--- src/rtl/fstat_pkg.sv ---
package fstat_pkg;
  typedef enum logic [1:0] {
    CLS_ARITH = 2'b00,
    CLS_MEM   = 2'b01,
    CLS_STAT  = 2'b10,
    CLS_OTHER = 2'b11
  } icls_e;
endpackage

--- src/rtl/fstat_level_cnt.sv ---
module fstat_level_cnt #(
  parameter int unsigned MAX = 15,
  localparam int unsigned W = $clog2(MAX + 1)
) (
  input  logic         clk_i,
  input  logic         rst_ni,
  input  logic         inc_i,
  input  logic         dec_i,
  output logic [W-1:0] level_o
);
  logic [W-1:0] lvl_q;

  // simultaneous inc/dec cancel; saturate at both ends
  always_ff @(posedge clk_i or negedge rst_ni) begin
    if (!rst_ni) begin
      lvl_q <= '0;
    end else if (inc_i && !dec_i && lvl_q != W'(MAX)) begin
      lvl_q <= lvl_q + W'(1);
    end else if (dec_i && !inc_i && lvl_q != '0) begin
      lvl_q <= lvl_q - W'(1);
    end
  end

  assign level_o = lvl_q;
endmodule

--- src/rtl/fstat_issue_gate.sv ---
module fstat_issue_gate
  import fstat_pkg::*;
(
  input  logic [1:0] class_i,
  input  logic       touch_i,
  input  logic       busy_i,
  input  logic       drained_i,
  output logic       ready_o
);
  icls_e cls;
  assign cls = icls_e'(class_i);

  always_comb begin
    unique case (cls)
      CLS_ARITH: ready_o = !(busy_i && touch_i);
      CLS_STAT:  ready_o = drained_i && !busy_i;
      CLS_MEM:   ready_o = 1'b1;
      default:   ready_o = 1'b1;
    endcase
  end
endmodule

--- src/rtl/fstat_serializer.sv ---
module fstat_serializer
  import fstat_pkg::*;
#(
  parameter int unsigned INFLIGHT_MAX = 15,
  parameter int unsigned EXC_MAX      = 7,
  parameter int unsigned HDL_MAX      = 7
) (
  input  logic       clk_i,
  input  logic       rst_ni,
  input  logic       dec_valid_i,
  input  logic [1:0] dec_class_i,
  input  logic       dec_touch_i,
  output logic       dec_ready_o,
  output logic       stall_o,
  input  logic       fpu_issue_i,
  input  logic       fpu_done_i,
  input  logic       exc_raise_i,
  input  logic       exc_rec_i,
  input  logic       hdl_req_i,
  input  logic       hdl_taken_i,
  input  logic       stat_done_i
);
  localparam int unsigned NCNT    = 3;
  localparam int unsigned CAP_A   = (INFLIGHT_MAX > EXC_MAX) ? INFLIGHT_MAX : EXC_MAX;
  localparam int unsigned CAP_MAX = (CAP_A > HDL_MAX) ? CAP_A : HDL_MAX;
  localparam int unsigned LW      = $clog2(CAP_MAX + 1);
  localparam int unsigned CAP [NCNT] = '{INFLIGHT_MAX, EXC_MAX, HDL_MAX};

  logic [NCNT-1:0] cnt_inc, cnt_dec, cnt_zero;
  logic [LW-1:0]   cnt_lvl [NCNT];
  logic            drained, busy_q, stat_accept;

  // index 0: in-flight ops, 1: unrecorded exceptions, 2: untaken handler requests
  assign cnt_inc = {hdl_req_i,   exc_raise_i, fpu_issue_i};
  assign cnt_dec = {hdl_taken_i, exc_rec_i,   fpu_done_i};

  for (genvar g = 0; g < NCNT; g++) begin : g_cnt
    localparam int unsigned CW = $clog2(CAP[g] + 1);
    logic [CW-1:0] lvl;
    fstat_level_cnt #(.MAX(CAP[g])) u_cnt (
      .clk_i   (clk_i),
      .rst_ni  (rst_ni),
      .inc_i   (cnt_inc[g]),
      .dec_i   (cnt_dec[g]),
      .level_o (lvl)
    );
    assign cnt_lvl[g]  = LW'(lvl);
    assign cnt_zero[g] = (lvl == '0);
  end

  assign drained = &cnt_zero;

  fstat_issue_gate u_gate (
    .class_i   (dec_class_i),
    .touch_i   (dec_touch_i),
    .busy_i    (busy_q),
    .drained_i (drained),
    .ready_o   (dec_ready_o)
  );

  assign stall_o     = dec_valid_i && !dec_ready_o;
  assign stat_accept = dec_valid_i && dec_ready_o && (dec_class_i == CLS_STAT);

  always_ff @(posedge clk_i or negedge rst_ni) begin
    if (!rst_ni) begin
      busy_q <= 1'b0;
    end else if (stat_accept) begin
      busy_q <= 1'b1;
    end else if (stat_done_i) begin
      busy_q <= 1'b0;
    end
  end
endmodule

--- config.mk ---
export PLATFORM = sky130hd
export DESIGN_NAME = fstat_serializer
export DESIGN_NICKNAME = d
export VERILOG_FILES = /design/src/rtl/fstat_pkg.sv /design/src/rtl/fstat_level_cnt.sv /design/src/rtl/fstat_issue_gate.sv /design/src/rtl/fstat_serializer.sv
export SDC_FILE = /design/constraint.sdc
export NUM_CORES = 1
export LEC_CHECK = 0
export CELL_PAD_IN_SITES_DETAIL_PLACEMENT = 0
export CELL_PAD_IN_SITES_GLOBAL_PLACEMENT = 1
export CORE_MARGIN = 5
export CORE_UTILIZATION = 41
export CTS_CLUSTER_SIZE = 16
export DETAILED_ROUTE_END_ITERATION = 8
export HOLD_SLACK_MARGIN = 0.08
export PLACE_DENSITY_LB_ADDON = 0.1
export RECOVER_POWER = 25
export SLEW_MARGIN = 40
export SYNTH_ARGS = -nofsm -noshare
export SYNTH_HDL_FRONTEND = slang
export SYNTH_SLANG_ARGS = --single-unit
--- constraint.sdc ---
create_clock -name clk_i -period 3.2 [get_ports clk_i]
set_input_delay 0.64 -clock clk_i [delete_from_list [all_inputs] [get_ports clk_i]]
set_output_delay 0.64 -clock clk_i [all_outputs]
set_load 0.05 [all_outputs]
### Word level (Yosys, flattened, before mapping)

Index checks and enable logic that the tools add are counted.

* $add $sub $neg: 6
* equality and inequality tests: 4
* reduce and logical (&&, ||, !) cells: 38
* multiplexer cells: 9

Operator list (count)
* $logic_and 1x1->1: 17
* $mux 3: 4
* $logic_not 1->1: 9
* $mux 4: 2
* $reduce_bool 2->1: 4
* $add 3x1->3 const B: 2
* $logic_not 3->1: 2
* $ne 3x3->1 const B: 2
* $reduce_bool 3->1: 2
* $sub 3x1->3 const B: 2
* $add 4x1->4 const B: 1
* $logic_not 4->1: 1
* $ne 4x4->1 const B: 1
* $reduce_bool 4->1: 1
* $sub 4x1->4 const B: 1
* $reduce_and 3->1: 1
* $eq 2x2->1 const B: 1
* $logic_not 2->1: 1
* $mux 1: 2
* $pmux 1 s2: 1

* register bits: 11
* output and inout port bits: 2
* logic and storage cells: 61
* bits of input ports: 13

### Logic depth before layout (Yosys ltp)

Gate-level depths: netlist of run 1.

* word-level depth: 7
* gate-level depth with buffers: 8
* mapped depth without buffers: 7

### Cells and area by module

From an unflattened synthesis of run 1, not the netlist that was laid out.

* cell total of the unflattened synthesis: 97
* area, all modules: 940.9 um^2

By module, submodules not included
* fstat_level_cnt at g_cnt[1].u_cnt: instances 1, sequential area each 75.1 um^2, area an instance 309.0 um^2, cells an instance 36
* fstat_level_cnt at g_cnt[2].u_cnt: instances 1, sequential area each 75.1 um^2, area an instance 274.0 um^2, cells an instance 29
* fstat_level_cnt at g_cnt[0].u_cnt: instances 1, sequential area each 100.1 um^2, area an instance 256.5 um^2, cells an instance 20
* fstat_serializer: instances 1, sequential area each 25.0 um^2, area an instance 76.3 um^2, cells an instance 8
* fstat_issue_gate: instances 1, sequential area each 0.0 um^2, area an instance 25.0 um^2, cells an instance 4

### Worst setup path before layout of run 1

No wires, ideal clock.

* kind: input to register
* start: input fpu_done_i
* end: register g_cnt[0].u_cnt.lvl_q[3]
* buffers on the path: 0
* slack: 1.179 ns
* arrival time: 1.942 ns
* setup time: 0.079 ns
* data required time: 3.121 ns
* stages on the path: 7
* cell sequence: a41oi_1 > nand2_1 > ha_1 > a21o_2 > a21oi_1 > mux2i_1 > xor2_1

* longest elaborated chain between the ends: 4
* elaborated cells on any way between the ends: 7
* classes of those cells: mux (1); reduce/logical (6)

RTL lines
* start: declaration: line fstat_serializer.sv:16 `input logic fpu_done_i,`
* $logic_not 1->1: line fstat_level_cnt.sv:17 `end else if (inc_i && !dec_i && lvl_q != W'(MAX)) begin`
* $logic_and 1x1->1 (2 in a row): line fstat_level_cnt.sv:17
* $mux 4 / $reduce_bool 2->1 (equally long branches)
* end signal: assignment: line fstat_level_cnt.sv:18 `lvl_q <= lvl_q + W'(1);`
* end signal: assignment: line fstat_level_cnt.sv:20 `lvl_q <= lvl_q - W'(1);`
* end: declaration: line fstat_level_cnt.sv:11 `logic [W-1:0] lvl_q;`

Several ways; a longest one is shown, not always the timed one.
A chain may end at the register's enable or synchronous reset.

### Worst setup path after layout of run 1

* start: register g_cnt[0].u_cnt.lvl_q[0]
* end: output dec_ready_o

* longest elaborated chain between the ends: 4

RTL lines
* $logic_not 4->1: line fstat_serializer.sv:48 `assign cnt_zero[g] = (lvl == '0);`
* $reduce_and 3->1: line fstat_serializer.sv:51 `assign drained = &cnt_zero;`
* $logic_and 1x1->1: line fstat_issue_gate.sv:16 `CLS_STAT: ready_o = drained_i && !busy_i;`
* $pmux 1 s2: line fstat_issue_gate.sv:14 `unique case (cls)`
* end: declaration: line fstat_serializer.sv:13 `output logic dec_ready_o,`

No other way between the ends.

==> metrics.cfg, run 1 <==
[layout]
diodes = 0
finish.utilization_pct = 52.23
drive_gt1_share_pct = 7.018
syn_to_final_growth_pct = 21.15
fin_cells = 141
fillers = 201
layout.nets = 133

[yosys]
ys_async_sr_fraction_pct = 100.0
synth-seq-cells = 11
synth_top_area_share_pct = 32.54
synth_ff_type = dfrtp_1
synth.most_common_cell = nand2_1
yosys_warnings = 0
syn_area_sq_um = 845.8
synth_commonest_cells = nand2_1, dfrtp_1, o21ai_0
synth.yosys.seq_area_share_pct = 32.54
synthTopCellsByArea = dfrtp_1, fa_1, o21ai_0, nand2_1, nor2_1
synth.net_count = 119
yosysTopAreaCell = dfrtp_1
synthCells = 101
avgSynthCellArea_sq_um = 8.374
synth_edf_count = 0
synth_cell_types = 29

[global_routing]
grt_pass1_wl_um = 3146
track_usage_pct = 12.66
grt_max_degree = 12
antenna_found_initial = 0
grt-ovfl-total = 0
grt_pass1_vias = 757

[critical_path]
cp-end-kind = output port
cp.required_ns = 2.56
slowest_delay_ns = 0.81
cp-start-kind = flop
arrival_ns = 2.18
crit_type = reg2out
critical_path.max_fanout = 5
crit_chain = nor4_1, nand3_1, nand2_1, clkdlybuf4s50_1
critPathTopFamily = buffers and inverters
cp_slowest_cell = clkdlybuf4s50_1
cp.buffers_inverters = 1

[clock_tree]
htree_levels = 1
cts_resized = 0
clk_path_buf_depth = 2
hold_buffers = 0
post-cts-setup-buffers = 0
root_buffer = clkbuf_4
clk_pin_slew_worst_paths_ns = 0.07
cts_buffers = 3
clock_sinks = 11
clock_latency_ns = 0.26
cts_tree = done

[die]
boundaryPins = 15
num_rows = 16
dieArea_sq_um = 3071
dieWidth_um = 55.42
start_util_pct = 43.11
die_height_um = 55.42
core_sq_um = 1962

[sta]
maxSlewHeadroom_pct = 66.55
hold_viol_final = 0
finalCriticalPeriod_ns = 2.816
tightest_slew_ns = 0.5001
rsz0062_at_grt = false
fmax_mhz = 355.2
finClkSkew_ns = 0.003955
fin_setup_tns_ns = 0
post-route-period-util_pct = 87.99
drv_slew = 0
setup-violations-final = 0

[route]
ant_nets = 0
drcViolationCount = 0
wl_per_cell_um = 12.17
finalWirelength_um = 1716
drtIter0Drc = 12
vias = 780
dr.pass1.iters = 4
via_per_inst = 5.532

[power]
power_density_nw_per_um2 = 770.1
ir_drop_uv = 365.5
leakage_nw = 0.4170

[placement]
place_congestion = 0.7611
dpl.cell_count = 137
hpwl_um = 1329
io_buffers = 14

[run_status]
status = finished, final reports clean

[worst_hold_path]
hold_path_class = reg2reg

[run]
max_cap_viol_count = 0

cells by family (layout without fill, tap and decap cells):
family | count (synthesis) | count (layout) | share of synthesized area, %
compound gates | 27 | 27 | 21.15
xor+xnor | 3 | 3 | 3.107
fa+ha+maj | 5 | 5 | 10.06
buf+inv | 8 | 21 | 3.550
flops | 11 | 11 | 32.54
mux | 3 | 3 | 3.846
simple gates | 44 | 44 | 25.74
path summary, 6_finish.rpt:
kind | startpoint | to | cells past startpoint | slack [ns]
worst max-delay path | g_cnt[0].u_cnt.level_o[0]$_DFFE_PN0P_ | dec_ready_o | 4 | 0.38
worst min-delay path | g_cnt[0].u_cnt.level_o[3]$_DFFE_PN0P_ | g_cnt[0].u_cnt.level_o[3]$_DFFE_PN0P_ | 1 | 0.49
worst max register to register | g_cnt[0].u_cnt.level_o[0]$_DFFE_PN0P_ | g_cnt[0].u_cnt.level_o[3]$_DFFE_PN0P_ | 7 | 1.20
worst min register to register | g_cnt[0].u_cnt.level_o[3]$_DFFE_PN0P_ | g_cnt[0].u_cnt.level_o[3]$_DFFE_PN0P_ | 1 | 0.49
max in group asynchronous | rst_ni | g_cnt[2].u_cnt.level_o[0]$_DFFE_PN0P_ | 1 | 2.09
min in group asynchronous | rst_ni | g_cnt[1].u_cnt.level_o[1]$_DFFE_PN0P_ | 1 | 0.77
where the power goes:
part / total, mW / switching, mW / internal, mW
logic: 0.354 / 0.166 / 0.189
clock network: 0.0927 / 0.0444 / 0.0482
registers: 0.342 / 0.136 / 0.206
flip-flops by register name, indices dropped and copies added, names as in the netlist:
signal and flops:
g_cnt.u_cnt.level_o 10, busy_q 1
through the flow:
stage                     power, mW  instance area [sq um]  hold slack (ns)  worst slack (ns)
after floorplan              0.6158                  845.8           0.3444             1.179
after global placement       0.6906                  998.5           0.4814            0.4526
after detailed placement     0.7079                  998.5           0.4830            0.4164
after CTS                    0.8023                   1025           0.4956            0.3533
after global routing         0.8839                   1025           0.5245            0.2740
final                        0.7891                   1025           0.4914            0.3843
cell type report:
cell class | count | area [sq um] | share of cell area (%)
Clock buffer | 4 | 26.28 | 2.564
Inverter | 3 | 11.26 | 1.099
Multi-Input combinational cell | 82 | 540.5 | 52.75
Sequential cell | 11 | 275.3 | 26.86
Tap cell | 27 | 33.78 | 3.297
Timing Repair Buffer | 14 | 137.6 | 13.43
routing by layer:
| metal | up-vias | track usage, % | wire (um) |
|---|---|---|---|
| met5 | - | 0 | 0 |
| met4 | 0 | 5.208 | 27 |
| met3 | 2 | 3.497 | 83 |
| met2 | 21 | 20.78 | 775 |
| met1 | 360 | 15.49 | 830 |
| li1 | 397 | - | - |
cell usage in the layout, fill, tap and decap left out, types with 2 or more instances in the layout:
master	instances
nor2_1	8
a222oi_1	2
nor4_1	2
xor2_1	3
o21ai_0	10
a31oi_1	2
fa_1	3
nor3_1	5
inv_1	3
nand2b_1	4
a211oi_1	2
clkbuf_4	3
a21oi_1	4
nand3_1	3
clkdlybuf4s50_1	12
o22ai_1	2
dfrtp_1	11
mux2_1	2
ha_1	2
and3_1	3
nor2b_1	2
nand3b_1	2
nand2_1	13
o221a_2	2
Note: power is estimated with default switching activity, not from simulation.
==> run 2, diff against run 1 <==
--- a/config.mk
+++ b/config.mk
@@ -5,10 +5,12 @@
 export SDC_FILE = /design/constraint.sdc
 export NUM_CORES = 1
 export LEC_CHECK = 0
+export ABC_AREA = 1
 export CELL_PAD_IN_SITES_DETAIL_PLACEMENT = 0
 export CELL_PAD_IN_SITES_GLOBAL_PLACEMENT = 1
+export CORE_ASPECT_RATIO = 0.9
 export CORE_MARGIN = 5
-export CORE_UTILIZATION = 41
+export CORE_UTILIZATION = 38
 export CTS_CLUSTER_SIZE = 16
 export DETAILED_ROUTE_END_ITERATION = 8
 export HOLD_SLACK_MARGIN = 0.08
==> run 2 against run 1 <==
  * Utilization decreased by 1.8 points
  * Global-route usage decreased by 2.0 points
  * Combinational power about the same
  * Setup slack improved by 0.39 ns
  * Sequential share of layout area increased by 1.1 points
  * Power decreased by 7.2%
  * Sequential power decreased by 15%
  * First-iteration DRC count increased by 17%
  * Wire length decreased by 14%
  * Worst hold slack improved by 0.012 ns
  * Critical endpoint is now stall_o
==> metrics.cfg, run 2 <==
[route]
drtIter0Drc = 14
ant_nets = 0
drcViolationCount = 0
via_per_inst = 4.471
vias = 702
wl_per_cell_um = 9.408
finalWirelength_um = 1477
dr.pass1.iters = 4

[clock_tree]
root_buffer = clkbuf_4
clk_pin_slew_worst_paths_ns = 0.06
cts_resized = 0
post-cts-setup-buffers = 0
clock_sinks = 11
clock_latency_ns = 0.26
hold_buffers = 0
cts_tree = done
cts_buffers = 3
clk_path_buf_depth = 2
htree_levels = 1

[layout]
fin_area_sq_um = 984.7
fin_cells = 157
final_common_cell = nand2_1
final_cell_mix = nand2_1, inv_1, nand3_1
layout.nets = 151
largest_reg_flops = 10
syn_to_final_growth_pct = 24.33
diodes = 0
finish.utilization_pct = 50.45
drive_gt1_share_pct = 6.818

[sta]
rsz0062_at_grt = false
setup_ws_ns = 0.7780
drv_slew = 0
fin_setup_tns_ns = 0
tightest_slew_ns = 0.4618
setup-violations-final = 0
post-route-period-util_pct = 75.69
fmax_mhz = 412.9
hold_viol_final = 0
maxSlewHeadroom_pct = 69.11
finClkSkew_ns = 0.001962
finalCriticalPeriod_ns = 2.422

[global_routing]
grt_pass1_wl_um = 2566
grt-ovfl-total = 0
antenna_found_initial = 0
grt_max_degree = 12
track_usage_pct = 10.70
grt_pass1_vias = 656

[critical_path]
cp_slowest_cell = clkdlybuf4s50_1
cp.buffers_inverters = 2
reg2reg_slack_ns = 1.47
cp-startpoint = dec_class_i[0]
crit_chain = clkdlybuf4s50_1, or2_0, nor2_1, nand2_1, nand2_1, nor2_1, buf_4
cp-start-kind = input port
cp-end-kind = output port
critical_path.max_fanout = 3
slowest_delay_ns = 0.43
r2r_end = g_cnt[0].u_cnt.level_o[3]$_DFFE_PN0P_
r2r_start = g_cnt[0].u_cnt.level_o[0]$_DFFE_PN0P_
crit_type = in2out
setup.worst_path.end = stall_o
arrival_ns = 1.78
critPathTopFamily = buffers and inverters
cp.required_ns = 2.56
path_depth = 7
rr_worst_depth = 9

[yosys]
synth.most_common_cell = nand2_1
synth_top_area_share_pct = 34.76
synth_edf_count = 0
yosys_warnings = 0
synth_commonest_cells = nand2_1, inv_1, nand3_1
synthCells = 114
synth.net_count = 132
avgSynthCellArea_sq_um = 6.947
ys_async_sr_fraction_pct = 100.0
yosysTopAreaCell = dfrtp_1
synth-seq-cells = 11
synth.yosys.seq_area_share_pct = 34.76
synth_cell_types = 15
syn_area_sq_um = 792.0
synthTopCellsByArea = dfrtp_1, nand2_1, inv_1, fa_1, nand3_1
synth_ff_type = dfrtp_1

[placement]
hpwl_um = 1205
io_buffers = 14
pre_cts_ws_ns = 0.7778
place_congestion = 0.7592
dpl.cell_count = 153
place_area_sq_um = 958.4

[die]
die_height_um = 53.31
dieArea_sq_um = 3098
boundaryPins = 15
start_util_pct = 40.58
core_sq_um = 1952
num_rows = 15
dieWidth_um = 58.12

[power]
power_density_nw_per_um2 = 743.4
ir_drop_uv = 372.2
leakage_nw = 0.5328

[run_status]
status = finished, final reports clean

[worst_hold_path]
hold_path_class = reg2reg

[run]
max_cap_viol_count = 0

[run 2: changes by cell type in the layout (fill, tap and decap cells not counted), moves of 3 or more]
cell and delta:
nand2_1 +29, nand3_1 +9, nand4_1 +4, nor3_1 -4, and3_1 -3, inv_1 +16
nand2b_1 -4, nor2_1 +3, a21oi_1 -3, o21ai_0 -10
[run 2: power by group]
part | switching [mW] | total (mW) | internal [mW]
Sequential | 0.0848 | 0.290 | 0.205
Combinational | 0.198 | 0.351 | 0.153
Clock | 0.0423 | 0.0905 | 0.0482
[run 2: kinds of logic after synthesis]
group,Yosys count,share of synthesized area (%)
DFF,11,34.75
adders and majority gates,5,10.74
and+or+nand+nor,75,40.60
buffers and inverters,19,9.005
xor gates and xnor gates,2,2.212
AOI/OAI and AO/OA,2,2.686
[run 2: final cells by class]
type / instances / area [sq um]
Clock buffer: 4 / 26.28
Tap cell: 25 / 31.28
Inverter: 19 / 71.32
Timing Repair Buffer: 14 / 135.1
Multi-Input combinational cell: 84 / 445.4
Fill cell: 204 / 967.2
Sequential cell: 11 / 275.3
[run 2: worst min path at each step]
stage | slack [ns] | cells past startpoint | start | endpoint
finish | 0.50 | 2 | busy_q$_DFFE_PN0P_ | busy_q$_DFFE_PN0P_
global route | 0.56 | 2 | g_cnt[0].u_cnt.level_o[3]$_DFFE_PN0P_ | g_cnt[0].u_cnt.level_o[3]$_DFFE_PN0P_
CTS | 0.51 | 2 | busy_q$_DFFE_PN0P_ | busy_q$_DFFE_PN0P_
detailed placement | 0.49 | 2 | busy_q$_DFFE_PN0P_ | busy_q$_DFFE_PN0P_
global placement | 0.51 | 2 | busy_q$_DFFE_PN0P_ | busy_q$_DFFE_PN0P_
floorplan | 0.34 | 0 | rst_ni | busy_q$_DFFE_PN0P_
[run 2: per-stage QoR]
stage               hold WS (ns)  power, mW
finish                    0.5035     0.7320
global route              0.5598     0.8224
global placement          0.5051     0.6417
floorplan                 0.3444     0.5597
CTS                       0.5104     0.7440
detailed placement        0.4902     0.6492
[run 2: per-layer routing]
metal	vias up	global-route usage [%]	share of wire, %
met1	307	13.31	50
met3	0	4.878	4.7
li1	387	-	-
met5	-	0	0
met2	8	18.05	45
met4	0	0	0
[run 2: tightest hold or removal path, stage by stage, from the launching register on]
cell,delay (ns)
dfrtp_1,0.36
nand2_1,0.06
nand2_1,0.05
